<file path="src/rtl/vid_host_pkg.sv">
package vid_host_pkg;
  localparam int ADDR_W = 16;
  localparam int DATA_W = 16;
  localparam int CODE_W = 6;
  localparam int LOW_W  = 14;            // address bits loaded by the first word
  localparam int CLO_W  = 2;             // code bits loaded by the first word
  localparam int STAT_W = 16;

  typedef struct packed {
    logic [ADDR_W-1:0] addr;
    logic [CODE_W-1:0] code;
    logic [DATA_W-1:0] data;
  } wq_entry_t;

  localparam int ENTRY_W = $bits(wq_entry_t);
endpackage

</file>
<file path="src/rtl/vid_cmd_reg.sv">
module vid_cmd_reg
  import vid_host_pkg::*;
#(
  parameter int STEP_W = 8
) (
  input  logic              clk,
  input  logic              rst,
  input  logic              ctl_take,
  input  logic [DATA_W-1:0] word,
  input  logic              data_take,
  input  logic              rd_clear,
  input  logic [STEP_W-1:0] step,
  output logic [ADDR_W-1:0] addr,
  output logic [CODE_W-1:0] code,
  output logic              half_cmd
);
  localparam int HI_W = ADDR_W - LOW_W;
  localparam int CHI_W = CODE_W - CLO_W;

  always_ff @(posedge clk) begin
    if (rst) begin
      addr     <= '0;
      code     <= '0;
      half_cmd <= 1'b0;
    end else if (ctl_take) begin
      if (half_cmd) begin
        addr[ADDR_W-1:LOW_W] <= word[HI_W-1:0];
        code[CODE_W-1:CLO_W] <= word[4 +: CHI_W];
        half_cmd             <= 1'b0;
      end else begin
        addr[LOW_W-1:0] <= word[LOW_W-1:0];
        code[CLO_W-1:0] <= word[DATA_W-1 -: CLO_W];
        half_cmd        <= 1'b1;
      end
    end else if (data_take) begin
      addr     <= addr + ADDR_W'(step);
      half_cmd <= 1'b0;
    end else if (rd_clear) begin
      half_cmd <= 1'b0;
    end
  end
endmodule

</file>
<file path="src/rtl/vid_wr_queue.sv">
module vid_wr_queue #(
  parameter int WIDTH = 38,
  parameter int DEPTH = 4,
  localparam int PW = (DEPTH > 1) ? $clog2(DEPTH) : 1,
  localparam int CW = $clog2(DEPTH + 1)
) (
  input  logic             clk,
  input  logic             rst,
  input  logic             push,
  input  logic [WIDTH-1:0] din,
  input  logic             pop,
  output logic [WIDTH-1:0] dout,
  output logic             full,
  output logic             empty,
  output logic [CW-1:0]    level
);
  logic [WIDTH-1:0] mem [DEPTH];
  logic [PW-1:0]    wp, rp;

  function automatic logic [PW-1:0] nxt(input logic [PW-1:0] p);
    return (p == PW'(DEPTH - 1)) ? '0 : p + 1'b1;
  endfunction

  always_ff @(posedge clk) begin
    if (push) mem[wp] <= din;
  end

  always_ff @(posedge clk) begin
    if (rst) begin
      wp    <= '0;
      rp    <= '0;
      level <= '0;
    end else begin
      if (push) wp <= nxt(wp);
      if (pop)  rp <= nxt(rp);
      case ({push, pop})
        2'b10:   level <= level + 1'b1;
        2'b01:   level <= level - 1'b1;
        default: level <= level;
      endcase
    end
  end

  assign dout  = mem[rp];
  assign full  = (level == CW'(DEPTH));
  assign empty = (level == '0);
endmodule

</file>
<file path="src/rtl/vid_status_reg.sv">
module vid_status_reg
  import vid_host_pkg::*;
(
  input  logic              clk,
  input  logic              rst,
  input  logic              rd,
  input  logic              q_full,
  input  logic              q_empty,
  input  logic              busy,
  output logic [STAT_W-1:0] word
);
  always_ff @(posedge clk) begin
    if (rst) begin
      word <= '0;
    end else if (rd) begin
      word    <= '0;
      word[9] <= q_empty;
      word[8] <= q_full;
      word[1] <= busy;
    end
  end
endmodule

</file>
<file path="src/rtl/vid_host_port.sv">
module vid_host_port
  import vid_host_pkg::*;
#(
  parameter int Q_DEPTH = 4,
  parameter int STEP_W  = 8,
  parameter int SRC_W   = 8,
  localparam int LVL_W  = $clog2(Q_DEPTH + 1)
) (
  input  logic              clk,
  input  logic              rst,
  input  logic              ctl_wr,
  input  logic              data_wr,
  input  logic [DATA_W-1:0] wr_word,
  input  logic              stat_rd,
  output logic [STAT_W-1:0] stat_word,
  output logic              wr_reject,
  output logic              wr_wait,
  input  logic              dma_busy,
  input  logic [STEP_W-1:0] addr_step,
  input  logic [SRC_W-1:0]  dma_src_hi,
  output logic [1:0]        xfer_kind,
  input  logic              q_pop,
  output logic              q_valid,
  output logic [ADDR_W-1:0] q_addr,
  output logic [CODE_W-1:0] q_code,
  output logic [DATA_W-1:0] q_data
);
  logic [ADDR_W-1:0] cmd_addr;
  logic [CODE_W-1:0] cmd_code;
  logic              half_cmd;
  logic              ctl_take, data_try, data_take, pop_take;
  logic              q_full, q_empty;
  logic [LVL_W-1:0]  q_level;
  wq_entry_t         in_ent, head_ent;

  assign ctl_take  = ctl_wr & ~dma_busy;
  assign data_try  = data_wr & ~dma_busy & cmd_code[0];
  assign data_take = data_try & ~q_full;
  assign wr_wait   = data_try & q_full;
  assign wr_reject = (ctl_wr | data_wr) & dma_busy;
  assign pop_take  = q_pop & ~q_empty;

  vid_cmd_reg #(.STEP_W(STEP_W)) u_cmd (
    .clk(clk), .rst(rst), .ctl_take(ctl_take), .word(wr_word),
    .data_take(data_take), .rd_clear(stat_rd), .step(addr_step),
    .addr(cmd_addr), .code(cmd_code), .half_cmd(half_cmd)
  );

  assign in_ent = '{addr: cmd_addr, code: cmd_code, data: wr_word};

  vid_wr_queue #(.WIDTH(ENTRY_W), .DEPTH(Q_DEPTH)) u_q (
    .clk(clk), .rst(rst), .push(data_take), .din(in_ent), .pop(pop_take),
    .dout(head_ent), .full(q_full), .empty(q_empty), .level(q_level)
  );

  vid_status_reg u_stat (
    .clk(clk), .rst(rst), .rd(stat_rd), .q_full(q_full),
    .q_empty(q_empty), .busy(dma_busy), .word(stat_word)
  );

  always_ff @(posedge clk) begin
    if (rst) xfer_kind <= '0;
    else     xfer_kind <= dma_src_hi[SRC_W-1 -: 2];
  end

  assign q_valid = ~q_empty;
  assign q_addr  = head_ent.addr;
  assign q_code  = head_ent.code;
  assign q_data  = head_ent.data;
endmodule

</file>
<file path="config.mk">
export PLATFORM = sky130hd
export DESIGN_NAME = vid_host_port
export DESIGN_NICKNAME = d
export VERILOG_FILES = /design/src/rtl/vid_host_pkg.sv /design/src/rtl/vid_cmd_reg.sv /design/src/rtl/vid_wr_queue.sv /design/src/rtl/vid_status_reg.sv /design/src/rtl/vid_host_port.sv
export SDC_FILE = /design/constraint.sdc
export NUM_CORES = 1
export LEC_CHECK = 0
export BUFFER_PORTS_ARGS = -buffer_cell sky130_fd_sc_hd__clkbuf_2
export CORE_UTILIZATION = 62
export DETAILED_ROUTE_END_ITERATION = 10
export PLACE_DENSITY = 0.84
export REMOVE_ABC_BUFFERS = 1
export SYNTH_ARGS = -nofsm -noshare
export SYNTH_HDL_FRONTEND = slang
export SYNTH_HIERARCHICAL = 1
export SYNTH_SLANG_ARGS = --single-unit
</file>
<file path="constraint.sdc">
create_clock -name clk -period 6.6 [get_ports clk]
set_clock_uncertainty 0.1 [all_clocks]
set_input_delay 1.32 -clock clk [delete_from_list [all_inputs] [get_ports clk]]
set_output_delay 1.32 -clock clk [all_outputs]
set_load 0.01 [all_outputs]
</file>
Word level (Yosys, flattened, before mapping). Memories as Yosys holds them, arrays and structs flattened. A register that Yosys moved wholly into a read port is not among the register bits. Index checks and enable logic that the tools add are counted.

Memories kept: 1. Register bits after elaboration: 35. RAM bits: 152. Input port bits: 39. Word-level logic and storage cells: 58.

Bitwise logic cells: 12. Reductions and logical operators: 8. Add/sub/neg operators: 5. Equality and inequality tests: 7. Multiplexer cells: 15.

Memory list: u_q.mem (depth 4, width 38, rd ports 1, clocked after Yosys merged registers in 1, wr ports 1, RTL line vid_wr_queue.sv:17) `logic [WIDTH-1:0] mem [DEPTH];`.

Operator list (number): 16-bit 2-to-1 mux (2); 16-bit by 8-bit adder with 16-bit output (1); 14-bit 2-to-1 mux (1); 2-bit 2-to-1 mux (5); 2-bit AND reduction (4); 1-bit AND (7); 2-bit == test (second input constant) (3); 1-bit 2-to-1 mux (6); 3-bit one-hot mux with 2 select lines (1); 2-bit by 1-bit adder with 2-bit output (second input constant) (2); 1-bit NOT (4); 2-bit nonzero test (2); 3-bit by 1-bit adder with 3-bit output (second input constant) (1); 3-bit == test (second input constant) (1); 3-bit zero test (1); 3-bit nonzero test (1); 3-bit by 1-bit subtractor with 3-bit output (second input constant) (1); 2-bit by 1-bit == test with 1-bit output (second input constant) (1); 2-bit by 1-bit != test with 1-bit output (second input constant) (1); 2-bit != test (second input constant) (1); 1-bit OR (1).

Longest topological paths before layout.
Depth in word-level cells: 6. Gate-level depth with buffers: 10. Depth with buffers taken out: 10.

Hierarchy. Netlist, hierarchy kept.

Modules (own cells, without submodules): vid_wr_queue (times used 1, sequential area each 4744.6 um2, area an instance 5945.7 um2, cells an instance 246); vid_cmd_reg (times used 1, sequential area each 460.4 um2, area an instance 1477.7 um2, cells an instance 178); vid_status_reg (times used 1, sequential area each 60.1 um2, area an instance 202.7 um2, cells an instance 23); vid_host_port (times used 1, sequential area each 40.0 um2, area an instance 102.6 um2, cells an instance 10).

Least setup slack after synthesis. OpenSTA, ideal clock, no wires.

Path kind: input -> register. Start point: input dma_busy. End point: memory u_q.mem[0][0], enable pin. Data arrival time: 2.710 ns. Library setup time: 0.399 ns. Slack: 3.391 ns. Stages: 2. Path through: and4bb_2 -> and2_1.

Word-level cells in the longest chain between the ends: 6.

RTL lines: start, declared (RTL line vid_host_port.sv:18) `input logic dma_busy,`; 1-bit NOT (RTL line vid_host_port.sv:37) `assign data_try = data_wr & ~dma_busy & cmd_code[0];`; 1-bit AND (2 in series) (RTL line vid_host_port.sv:37); 1-bit AND (RTL line vid_host_port.sv:38) `assign data_take = data_try & ~q_full;`; 1-bit 2-to-1 mux (RTL line vid_wr_queue.sv:25) `if (push) mem[wp] <= din;`; 1-bit 2-to-1 mux (not written as such) (RTL line vid_wr_queue.sv:25); end, declared (RTL line vid_wr_queue.sv:17).

No other way between the ends.

==> out/metrics.cfg <==
[grt]
grt_pass1_vias = 4334
grt_max_degree = 39
grt_pass1_wl_um = 22200
overflow = 0
track_usage_pct = 23.6
antenna_found_initial = 0

[setup_path]
cp_cell_sequence = buf_4 > mux4_2 > clkbuf_2
required_ps = 5180
crit_type = flop to output port
critical_path_buf_inv_count = 2
critPathTopFamily = buffers and inverters
r2r_cells = 10
crit_path_end_kind = output port
max_stage_delay_ps = 620
cp_data_arrival_time_ps = 2120
crit_path_top_delay_cell = mux4_2
crit_cells = 3
worst-path-max-fanout = 38
start_kind = flop

[logic_synthesis]
ys_types = 57
synth_area_leader_cell = edfxtp_1
ys_seq_area_share_pct = 68.6
yosysWarningCount = 6
ys.flop_type = edfxtp_1
syn_area_um2 = 7730
netlist_top_cells_count = edfxtp_1, mux4_2, dfxtp_1
synth.area.top_cells = edfxtp_1, mux4_2, dfxtp_1
synth_top_cell_area_share_pct = 59.1
synth-seq-cells = 189
synthArstFlopShare_pct = 0
synth_most_common_cell = edfxtp_1
postSynthAreaPerCell_um2 = 16.9
synthCells = 457
synth_edf_count = 152

[sta]
max_freq_mhz = 282
finalSetupTns_ps = 0
tightest_slew_ps = 1100
period_needed_ps = 3540
rsz0062_at_grt = no
hold_viol_final = 0
period_share_pct = 53.7
finalSetupViolCount = 0
slew_violations = 0
slew_headroom_pct = 26.9

[clock_tree]
cts_tree = built
htree_levels = 4
cts_buffer_depth = 2
hold_buffers = 0
clkSinkCount = 189
cts_setup_buffers = 0
cts_root_buf = clkbuf_16
cts.clk_slew.worst_paths_ps = 60
clock_latency_ps = 430
post_cts_resized = 0
numCtsBuffers = 17

[power]
p_leak_nw = 3.05
vdd_drop_max_v = 0.000184
power.density_nw_per_um2 = 282

[finish]
n_antenna_cell = 0
syn2layout_area_growth_pct = 13.1
drive_gt1_share_pct = 30.2
fillCellCount = 751
final_cells = 717
fin_nets = 591

[floorplan]
initial_core_util_pct = 64.1
ioPinCount = 98
rows = 40
fp.dieArea_um2 = 12900
die_y_um = 114
core_um2 = 12100
die_w_um = 114

[detailed_routing]
drc_errors = 0
routedWlPerCell_um = 19.6
ant_nets = 0
num_vias = 4258
via_per_inst = 5.94
drt-pass1-iter-count = 5
drt_iter0_markers = 285
finalWirelength_um = 14100

[place]
io_buffers = 78
gp_congestion = 0.796
place_inst = 685
dp_hpwl_um = 8260

[flow_run]
cap_violations = 0

[worst_hold_path]
hp-class = flop to flop
min_path_cells = 2

[status]
outcome = finished clean

## routing by layer
layer / GRT usage, % / vias to the layer above / wire, um
met5: 0 / - / 0
met4: 11.5 / 0 / 307
met1: 30.3 / 2147 / 5770
met2: 39.3 / 158 / 7270
met3: 4.14 / 25 / 721
li1: - / 1928 / -
## power breakdown
part	switching (mW)	internal, mW
Sequential	0.0149	1.30
Clock	0.420	0.594
Combinational	0.0799	0.0582
## worst paths after layout
path                  startpoint        endpoint  slack, ps
setup reg to reg    u_q/level[0]    u_q/level[2]       3930
hold / removal    u_stat/word[1]  u_stat/word[1]        410
setup / recovery            flop       q_addr[2]       3060
hold reg to reg   u_stat/word[1]  u_stat/word[1]        410
## cell type report
type	count	area, um^2	area share (%)
inverters	9	33.8	0.386
well taps	168	210	2.40
flip-flops and latches	189	5310	60.7
clock inverters	15	171	1.96
multi-input cells	240	2200	25.1
repair buffers	79	398	4.55
clock buffers	17	425	4.87
## worst register-to-register path: cells and delay by family (launching register included)
family	cells	cell delay (ps)
XOR/XNOR	1	190
AND/OR/NAND/NOR	3	900
buffers and inverters	3	300
AO/OA/AOI/OAI	1	190
adder cells (fa/ha/maj)	2	580
flip-flops	1	330
## flip-flops by register name (all words and copies together) (netlist names), named ones only
name / cells
u_q/level: 3
u_stat/word: 3
u_q/wp: 2
u_cmd/addr: 16
u_q/mem: 152
xfer_kind: 2
u_cmd/code: 6
u_q/rp: 2
u_cmd/half_cmd: 1
## layout by cell type (no fill, tap or decap), types with 9 or more instances in the layout
cell type / instances
edfxtp_1: 152
clkbuf_2: 78
mux4_2: 38
dfxtp_1: 35
nand2_1: 28
nor2_1: 23
a21oi_1: 19
clkbuf_16: 17
ha_1: 14
conb_1: 13
inv_1: 9
## per-stage QoR
step / setup WS, ps / power, mW / instance area (um^2) / hold slack, ps / util [%]
after global routing: 2900 / 2.54 / 8740 / 428 / 72.5
final: 3060 / 2.46 / 8740 / 414 / 72.5
after detailed placement: 2900 / 1.48 / 8150 / 392 / 67.5
after global placement: 2950 / 1.47 / 8150 / 373 / 67.5
after CTS: 2980 / 2.48 / 8740 / 412 / 72.5
after floorplan: 2810 / 1.42 / 7530 / 358 / -
## cell families (layout without fill, tap and decap cells)
group | Yosys count | after routing | synth area share [%]
adder cells (fa/ha/maj) | 16 | 16 | 2.78
AO/OA/AOI/OAI | 62 | 62 | 5.63
other | 1 | 13 | 0.0485
multiplexers | 47 | 47 | 12.3
buffers and inverters | 40 | 120 | 3.58
XOR/XNOR | 7 | 7 | 0.793
flip-flops | 189 | 189 | 68.6
AND/OR/NAND/NOR | 95 | 95 | 6.27
(Power assumes the default switching activity.)
